## src/rtl/ctl_regbank_pkg.sv

```systemverilog
package ctl_regbank_pkg;

   typedef enum logic [3:0] {
      ST_IDLE,
      ST_DEVADR,
      ST_DEVACK,
      ST_SUBADR,
      ST_SUBACK,
      ST_WRBYTE,
      ST_WRACK,
      ST_RDBYTE,
      ST_RDACK
   } slv_state_t;

   // power-on value of each writable byte
   function automatic logic [7:0] reg_default(input int unsigned idx);
      case (idx)
         'h00:    return 8'h40;
         'h02:    return 8'h81;
         'h03:    return 8'h40;
         'h04:    return 8'h08;
         'h05:    return 8'hF3;
         'h06:    return 8'hAD;
         'h1E:    return 8'h60;
         'h1F:    return 8'h91;
         'h20:    return 8'h3D;
         'h2A:    return 8'h86;
         default: return 8'h00;
      endcase
   endfunction

endpackage

```

## src/rtl/ctl_regbank_sync.sv

```systemverilog
module ctl_regbank_sync #(
   parameter int STAGES = 2
) (
   input  logic clk,
   input  logic rst_n,
   input  logic line_in,
   output logic level,
   output logic rise,
   output logic fall
);
   logic [STAGES-1:0] chain;
   logic              prev;

   generate
      if (STAGES < 2) begin : g_bad_stages
         $error("ctl_regbank_sync: STAGES must be at least 2");
      end
   endgenerate

   always_ff @(posedge clk or negedge rst_n) begin
      if (!rst_n) begin
         chain <= '1;
         prev  <= 1'b1;
      end else begin
         chain <= {chain[STAGES-2:0], line_in};
         prev  <= chain[STAGES-1];
      end
   end

   assign level = chain[STAGES-1];
   assign rise  = level & ~prev;
   assign fall  = ~level & prev;

endmodule

```

## src/rtl/ctl_regbank_store.sv

```systemverilog
module ctl_regbank_store
   import ctl_regbank_pkg::*;
#(
   parameter int NUM_RW = 44,
   parameter int NUM_RO = 14,
   parameter int SUB_W  = 8
) (
   input  logic                  clk,
   input  logic                  rst_n,
   input  logic                  wr_en,
   input  logic [SUB_W-1:0]      wr_addr,
   input  logic [7:0]            wr_data,
   input  logic [SUB_W-1:0]      rd_addr,
   input  logic [NUM_RO*8-1:0]   ro_data,
   output logic [7:0]            rd_data,
   output logic [NUM_RW*8-1:0]   rw_flat
);
   localparam int LAST_RO = NUM_RW + NUM_RO;

   generate
      for (genvar i = 0; i < NUM_RW; i++) begin : g_rw
         localparam logic [7:0] DFLT = reg_default(i);
         logic [7:0] q;
         always_ff @(posedge clk or negedge rst_n) begin
            if (!rst_n)
               q <= DFLT;
            else if (wr_en && (wr_addr == SUB_W'(i)))
               q <= wr_data;
         end
         assign rw_flat[i*8 +: 8] = q;
      end
   endgenerate

   // writes at or above NUM_RW match no byte above and are dropped
   always_comb begin
      rd_data = 8'h00;
      if (int'(rd_addr) < NUM_RW)
         rd_data = rw_flat[int'(rd_addr)*8 +: 8];
      else if (int'(rd_addr) < LAST_RO)
         rd_data = ro_data[(int'(rd_addr) - NUM_RW)*8 +: 8];
   end

endmodule

```

## src/rtl/ctl_regbank_slave.sv

```systemverilog
module ctl_regbank_slave
   import ctl_regbank_pkg::*;
#(
   parameter logic [6:0] DEV_ADDR0 = 7'h41,
   parameter logic [6:0] DEV_ADDR1 = 7'h43,
   parameter int         SUB_W     = 8
) (
   input  logic             clk,
   input  logic             rst_n,
   input  logic             scl_level,
   input  logic             scl_rise,
   input  logic             scl_fall,
   input  logic             sda_level,
   input  logic             sda_rise,
   input  logic             sda_fall,
   input  logic             addr_sel,
   input  logic [7:0]       rd_data,
   output logic             sda_oe,
   output logic [SUB_W-1:0] ptr,
   output logic             wr_en,
   output logic [7:0]       wr_data
);
   localparam logic [3:0] BYTE_BITS = 4'd8;

   slv_state_t  state;
   logic [3:0]  cnt;
   logic [7:0]  shreg;
   logic [7:0]  txreg;
   logic        rnw;
   logic        mack;
   logic [6:0]  my_addr;

   assign my_addr = addr_sel ? DEV_ADDR1 : DEV_ADDR0;

   always_ff @(posedge clk or negedge rst_n) begin
      if (!rst_n) begin
         state   <= ST_IDLE;
         cnt     <= '0;
         shreg   <= '0;
         txreg   <= '0;
         rnw     <= 1'b0;
         mack    <= 1'b0;
         sda_oe  <= 1'b0;
         ptr     <= '0;
         wr_en   <= 1'b0;
         wr_data <= '0;
      end else begin
         wr_en <= 1'b0;
         if (scl_level && sda_fall) begin
            state  <= ST_DEVADR;
            cnt    <= '0;
            sda_oe <= 1'b0;
         end else if (scl_level && sda_rise) begin
            state  <= ST_IDLE;
            sda_oe <= 1'b0;
         end else if (scl_rise) begin
            case (state)
               ST_DEVADR, ST_SUBADR, ST_WRBYTE: begin
                  shreg <= {shreg[6:0], sda_level};
                  cnt   <= cnt + 4'd1;
               end
               ST_RDBYTE: cnt  <= cnt + 4'd1;
               ST_RDACK:  mack <= ~sda_level;
               default: ;
            endcase
         end else if (scl_fall) begin
            case (state)
               ST_DEVADR: begin
                  if (cnt == BYTE_BITS) begin
                     if (shreg[7:1] == my_addr) begin
                        rnw    <= shreg[0];
                        sda_oe <= 1'b1;
                        state  <= ST_DEVACK;
                     end else begin
                        state  <= ST_IDLE;
                     end
                  end
               end
               ST_DEVACK: begin
                  cnt <= '0;
                  if (rnw) begin
                     txreg  <= rd_data;
                     sda_oe <= ~rd_data[7];
                     ptr    <= ptr + 1'b1;
                     state  <= ST_RDBYTE;
                  end else begin
                     sda_oe <= 1'b0;
                     state  <= ST_SUBADR;
                  end
               end
               ST_SUBADR: begin
                  if (cnt == BYTE_BITS) begin
                     ptr    <= SUB_W'(shreg);
                     sda_oe <= 1'b1;
                     state  <= ST_SUBACK;
                  end
               end
               ST_SUBACK: begin
                  sda_oe <= 1'b0;
                  cnt    <= '0;
                  state  <= ST_WRBYTE;
               end
               ST_WRBYTE: begin
                  if (cnt == BYTE_BITS) begin
                     wr_en   <= 1'b1;
                     wr_data <= shreg;
                     sda_oe  <= 1'b1;
                     state   <= ST_WRACK;
                  end
               end
               ST_WRACK: begin
                  sda_oe <= 1'b0;
                  cnt    <= '0;
                  ptr    <= ptr + 1'b1;
                  state  <= ST_WRBYTE;
               end
               ST_RDBYTE: begin
                  if (cnt == BYTE_BITS) begin
                     sda_oe <= 1'b0;
                     state  <= ST_RDACK;
                  end else begin
                     sda_oe <= ~txreg[3'(4'd7 - cnt)];
                  end
               end
               ST_RDACK: begin
                  if (mack) begin
                     cnt    <= '0;
                     txreg  <= rd_data;
                     sda_oe <= ~rd_data[7];
                     ptr    <= ptr + 1'b1;
                     state  <= ST_RDBYTE;
                  end else begin
                     sda_oe <= 1'b0;
                     state  <= ST_IDLE;
                  end
               end
               default: ;
            endcase
         end
      end
   end

endmodule

```

## src/rtl/ctl_regbank_select.sv

```systemverilog
module ctl_regbank_select #(
   parameter int NUM_RW    = 44,
   parameter int GAIN_REG  = 'h1F,
   parameter int GAIN_LSB  = 4,
   parameter int GAIN_W    = 3,
   parameter int INSEL_REG = 'h1E,
   parameter int INSEL_BIT = 0
) (
   input  logic                  gain_mode,
   input  logic [GAIN_W-1:0]     gain_pin,
   input  logic                  insel_pin,
   input  logic [NUM_RW*8-1:0]   rw_flat,
   output logic [GAIN_W-1:0]     gain_out,
   output logic                  insel_out
);
   localparam int GAIN_POS  = GAIN_REG * 8 + GAIN_LSB;
   localparam int INSEL_POS = INSEL_REG * 8 + INSEL_BIT;

   generate
      if (GAIN_LSB + GAIN_W > 8) begin : g_bad_gain
         $error("ctl_regbank_select: gain field leaves its byte");
      end
   endgenerate

   assign gain_out  = gain_mode ? rw_flat[GAIN_POS +: GAIN_W] : gain_pin;
   assign insel_out = gain_mode ? rw_flat[INSEL_POS]          : insel_pin;

endmodule

```

## src/rtl/ctl_regbank_i2c.sv

```systemverilog
module ctl_regbank_i2c #(
   parameter int         SYNC_STAGES = 2,
   parameter int         NUM_RW      = 44,
   parameter int         NUM_RO      = 14,
   parameter logic [6:0] DEV_ADDR0   = 7'h41,
   parameter logic [6:0] DEV_ADDR1   = 7'h43,
   parameter int         GAIN_W      = 3
) (
   input  logic                  clk,
   input  logic                  rst_n,
   input  logic                  scl_in,
   input  logic                  sda_in,
   output logic                  sda_oe,
   input  logic                  addr_sel,
   input  logic                  gain_mode,
   input  logic [GAIN_W-1:0]     gain_pin,
   input  logic                  insel_pin,
   input  logic [NUM_RO*8-1:0]   ro_data,
   output logic [NUM_RW*8-1:0]   rw_regs,
   output logic [GAIN_W-1:0]     gain_out,
   output logic                  insel_out
);
   localparam int SUB_W = 8;

   generate
      if (NUM_RW + NUM_RO > (1 << SUB_W)) begin : g_bad_map
         $error("ctl_regbank_i2c: map exceeds the sub-address space");
      end
      if (NUM_RW <= 'h1F) begin : g_bad_rw
         $error("ctl_regbank_i2c: writable half must hold the gain byte");
      end
   endgenerate

   logic scl_level, scl_rise, scl_fall;
   logic sda_level, sda_rise, sda_fall;
   logic [SUB_W-1:0] ptr;
   logic             wr_en;
   logic [7:0]       wr_data;
   logic [7:0]       rd_data;

   ctl_regbank_sync #(.STAGES(SYNC_STAGES)) u_scl_sync (
      .clk(clk), .rst_n(rst_n), .line_in(scl_in),
      .level(scl_level), .rise(scl_rise), .fall(scl_fall)
   );

   ctl_regbank_sync #(.STAGES(SYNC_STAGES)) u_sda_sync (
      .clk(clk), .rst_n(rst_n), .line_in(sda_in),
      .level(sda_level), .rise(sda_rise), .fall(sda_fall)
   );

   ctl_regbank_slave #(
      .DEV_ADDR0(DEV_ADDR0), .DEV_ADDR1(DEV_ADDR1), .SUB_W(SUB_W)
   ) u_slave (
      .clk(clk), .rst_n(rst_n),
      .scl_level(scl_level), .scl_rise(scl_rise), .scl_fall(scl_fall),
      .sda_level(sda_level), .sda_rise(sda_rise), .sda_fall(sda_fall),
      .addr_sel(addr_sel), .rd_data(rd_data), .sda_oe(sda_oe),
      .ptr(ptr), .wr_en(wr_en), .wr_data(wr_data)
   );

   ctl_regbank_store #(
      .NUM_RW(NUM_RW), .NUM_RO(NUM_RO), .SUB_W(SUB_W)
   ) u_store (
      .clk(clk), .rst_n(rst_n), .wr_en(wr_en), .wr_addr(ptr),
      .wr_data(wr_data), .rd_addr(ptr), .ro_data(ro_data),
      .rd_data(rd_data), .rw_flat(rw_regs)
   );

   ctl_regbank_select #(
      .NUM_RW(NUM_RW), .GAIN_W(GAIN_W)
   ) u_select (
      .gain_mode(gain_mode), .gain_pin(gain_pin), .insel_pin(insel_pin),
      .rw_flat(rw_regs), .gain_out(gain_out), .insel_out(insel_out)
   );

endmodule

```

## config.mk

```make
export PLATFORM = sky130hd
export DESIGN_NAME = ctl_regbank_i2c
export DESIGN_NICKNAME = d
export VERILOG_FILES = /design/src/rtl/ctl_regbank_pkg.sv /design/src/rtl/ctl_regbank_sync.sv /design/src/rtl/ctl_regbank_store.sv /design/src/rtl/ctl_regbank_slave.sv /design/src/rtl/ctl_regbank_select.sv /design/src/rtl/ctl_regbank_i2c.sv
export SDC_FILE = /design/constraint.sdc
export NUM_CORES = 1
export LEC_CHECK = 0
export ABC_AREA = 1
export BUFFER_PORTS_ARGS = -buffer_cell sky130_fd_sc_hd__buf_2
export CAP_MARGIN = 20
export CORE_MARGIN = 2
export CORE_UTILIZATION = 45
export CTS_BUF_LIST = sky130_fd_sc_hd__clkbuf_2
export DETAILED_ROUTE_END_ITERATION = 8
export PLACE_DENSITY = 0.75
export RECOVER_POWER = 50
export SETUP_SLACK_MARGIN = 0.15
export SLEW_MARGIN = 15
export SYNTH_ARGS = -nofsm -noshare
export SYNTH_HDL_FRONTEND = slang
export SYNTH_SLANG_ARGS = --single-unit
```

## constraint.sdc

```tcl
create_clock -name clk -period 5.2 [get_ports clk]
set_input_delay 0.52 -clock clk [delete_from_list [all_inputs] [get_ports clk]]
set_output_delay 0.52 -clock clk [all_outputs]
set_load 0.02 [all_outputs]
```

==> summary.md <==
| Metric | Value |
|---|---|
| Final Hold Fails | `0` |
| Startpoint type of the worst setup path | `register` |
| Hold Crit Class | `primary input to register` |
| Setup CP Type | `register to register` |
| Cell area after layout | `around 0.023 sq mm` |
| Final Wtd Congestion | `0.979` |
| Max clock buf depth | `3` |
| Tcrit/Tclk final | `0.648` |
| Gate power share | `0.387` |
| Clk slew on worst S/H paths | `110 ps` |
| Syn Nets | `2628` |
| CP max FO | `roughly 110` |
| Cells after Synth | `around 2500` |
| Worst slew margin | `-0.781` |
| Violated checks | `max-capacitance violations, max-slew violations` |
| Reg2reg start | `u_slave.ptr[0]` |
| Share of layout cells above drive strength 1 | `0.200` |
| Port buffer count | `about 480` |
| Die height | `215 microns` |
| Nature of the critical path endpoint | `register` |
| Max VDD drop | `0.355 mV` |
| Die X | `roughly 210 microns` |
| Clk_lat worst skew | `1090 ps` |
| Remaining antenna violation count after routing | `0` |
| Root Buffer | `clkbuf_2` |
| Post-synth ARST share | `1.00` |
| Setup Viol. Count Final | `0` |
| Largest net degree at the start of global routing | `185` |
| CP arrival | `approximately 4400 ps` |
| Max-cap violation count | `1` |
| Global-route total usage across every layer | `0.346` |
| Power Dens Cells | `slightly above 400 mW/mm^2` |
| Outcome | `complete, but fails checks` |
| Antenna violations before repair | `3` |
| Setup TNS | `0 ps` |
| Final Critical Period | `3370 ps` |
| Ports | `about 480` |
| Pleak | `between 10 and 15 nW` |
| Reg power frac | `0.373` |
| # nets final | `3063` |
| Sw Share | `0.451` |
| P_sw | `~0.0042 W` |
| Cts repair resizes | `0` |
| Initial Util | `0.455` |
| RSZ-0062 raised after global routing | `no` |
| CTS tree | `yes` |
| Dpl hpwl | `a little under 60 mm` |
| Multi-input logic area | `0.00855 sq mm` |
| Synth Area per Inst | `about 8.0 sq um` |
| Slew @ Worst Pin | `roughly 2700 ps` |
| Placed cell areas | `~0.022 sq mm` |
| Max Slew Vio Count | `95` |
| Clock power frac | `0.239` |
| Synthesis-stage register bit count | `402` |
| Cell internal pwr | `0.00515 W` |
| Drt first-iter violations | `2815` |
| Residual DRC | `0` |
| DRT Pass-1 Iters | `9` |
| Total die area | `roughly 0.046 sq mm` |
| Fill count | `approximately 4400` |
| Vias in the first global route | `19272` |
| Reg area | `slightly above 0.01 sq mm` |
| Clock Skew | `between 60 and 70 ps` |
| Synth Flop Type | `dfrtp_1` |
| Post-synth EDFFs | `0` |
| Util after Layout | `0.526` |
| DR vias/cell | `between 5 and 6` |
| Fmax | `just under 300 MHz` |
| Synth Warn # | `0` |
| Seq/Total Area, Yosys | `0.505` |
| Worst Hold Launch | `ro_data[2]` |
| Area of the core | `approximately 0.044 sq mm` |
| CTS HTree Levels | `3` |
| Clk sinks | `402` |
| Final wirelength | `slightly above 80 mm` |
| Post-DR wirelength/cell | `~23 microns` |
| CP startpoint | `u_slave.ptr[0]` |
| # rows | `77` |
| Grt ovf | `0` |
| Post-Syn Area | `about 0.02 sq mm` |
| DR vias | `between 20000 and 25000` |
| Data required, critical path | `just over 6000 ps` |
| Area delta synth->final | `15.7%` |
| Cts bufs inserted | `105` |
| First-pass GRT wire length | `roughly 120 mm` |
| Post-synthesis cell type count | `47` |
==> metal layers <==
layer,vias to the layer above,GRT usage,share of wire
met5,-,0,0
met4,0,0.148,0.046
met3,240,0.0810,0.11
met2,1498,0.516,0.44
met1,10027,0.484,0.40
li1,9303,-,-
==> cell families after synthesis <==
family,after synthesis,share of synthesized area
adder cells (fa/ha/maj),13,0.00813
XOR/XNOR,5,0.00219
flip-flops,402,0.505
AND/OR/NAND/NOR,1047,0.211
multiplexers,2,0.00106
AO/OA/AOI/OAI,763,0.205
buffers and inverters,261,0.0672
==> registers in the layout, summed over array words and instances, names as in the netlist <==
register and count:
u_store.g_rw.q 352, u_slave.ptr 8, u_slave.shreg 8, u_slave.txreg 8, u_slave.wr_data 8, u_slave.cnt 4, u_slave.state 4, u_scl_sync.chain 2
u_sda_sync.chain 2, u_scl_sync.prev 1, u_sda_sync.prev 1, u_slave.mack 1, u_slave.rnw 1, u_slave.sda_oe 1, u_slave.wr_en 1
==> worst max-delay path, stage by stage, from the launching register on <==
cell and delay, ps:
dfrtp_4 750, inv_6 720, buf_4 450, o21ai_0 130, o221ai_1 580, nand3_1 150, nand2_1 110, nand3_1 130
nand2_1 100, nand2_1 50, a21oi_1 130
==> synth_stat cells (13+ instances only) <==
library cell,number,share of area
nor3_1,14,0.0035
o21ai_0,500,0.13
clkbuf_1,69,0.013
a21oi_1,42,0.011
nand2_1,560,0.11
o211ai_1,34,0.013
dfstp_2,35,0.046
nand3_1,69,0.017
o221ai_1,28,0.012
inv_1,69,0.013
ha_1,13,0.0081
dfrtp_1,367,0.46
buf_2,58,0.015
o21ai_1,106,0.027
buf_4,15,0.0056
inv_2,13,0.0024
o22ai_1,33,0.010
buf_6,29,0.016
nor2_1,360,0.068
==> worst paths after layout <==
check / end / slack [ps] / cells after the start
setup / recovery: u_slave.txreg[0] / 1830 / 10
hold / removal: u_slave.txreg[2] / 100 / 7
setup reg to reg: u_slave.txreg[0] / 1830 / 10
hold reg to reg: u_scl_sync.chain[1] / 370 / 0
max in group asynchronous: u_store.g_rw[12].q[5] / 2230 / 3
min in group asynchronous: u_store.g_rw[33].q[2] / 830 / 2
==> layout make-up <==
type                    instances  share of cell area
flip-flops and latches        402               0.437
multi-input cells            1830               0.369
repair buffers                505               0.106
clock buffers                 161              0.0348
well taps                     592              0.0320
inverters                      84              0.0139
clock inverters                32             0.00719
diodes                          3            0.000324
==> cells in the final DEF, fill, tap and decap left out, types with 13 or more instances in the layout <==
master | netlist | routed
o22ai_1 | 33 | 33
ha_1 | 13 | 13
o21ai_0 | 500 | 500
nand2_1 | 560 | 560
o21ai_1 | 106 | 106
clkinv_1 | 0 | 22
nor2_1 | 360 | 360
inv_2 | 13 | 15
clkbuf_2 | 1 | 162
dfstp_2 | 35 | 33
buf_2 | 58 | 320
clkbuf_1 | 69 | 157
buf_4 | 15 | 20
dfrtp_1 | 367 | 364
nand3_1 | 69 | 69
o211ai_1 | 34 | 34
inv_1 | 69 | 69
o221ai_1 | 28 | 28
nor3_1 | 14 | 14
a21oi_1 | 42 | 42
==> through the flow <==
stage	std cells	setup slack (ps)	hold slack [ps]	total power (W)
global placement	3409	2060	348	0.00702
finish	3609	1830	102	0.00938
detailed placement	3409	1990	351	0.00704
CTS	3606	2010	32.6	0.00927
floorplan	2493	3060	224	0.00603
global route	3609	1740	46.1	0.00986
==> power groups by stage <==
stage / Sequential (W) / Combinational (W) / Clock [W]
finish: 0.00350 / 0.00363 / 0.00224
global route: 0.00352 / 0.00392 / 0.00242
CTS: 0.00349 / 0.00351 / 0.00227
detailed placement: 0.00355 / 0.00349 / 0
global placement: 0.00355 / 0.00347 / 0
floorplan: 0.00333 / 0.00270 / 0
==> what timing repair did <==
action,CTS,global route
hold buffers,4,0
hold endpoints to repair,98,0
setup buffers,0,0
(Power assumes the default switching activity.)
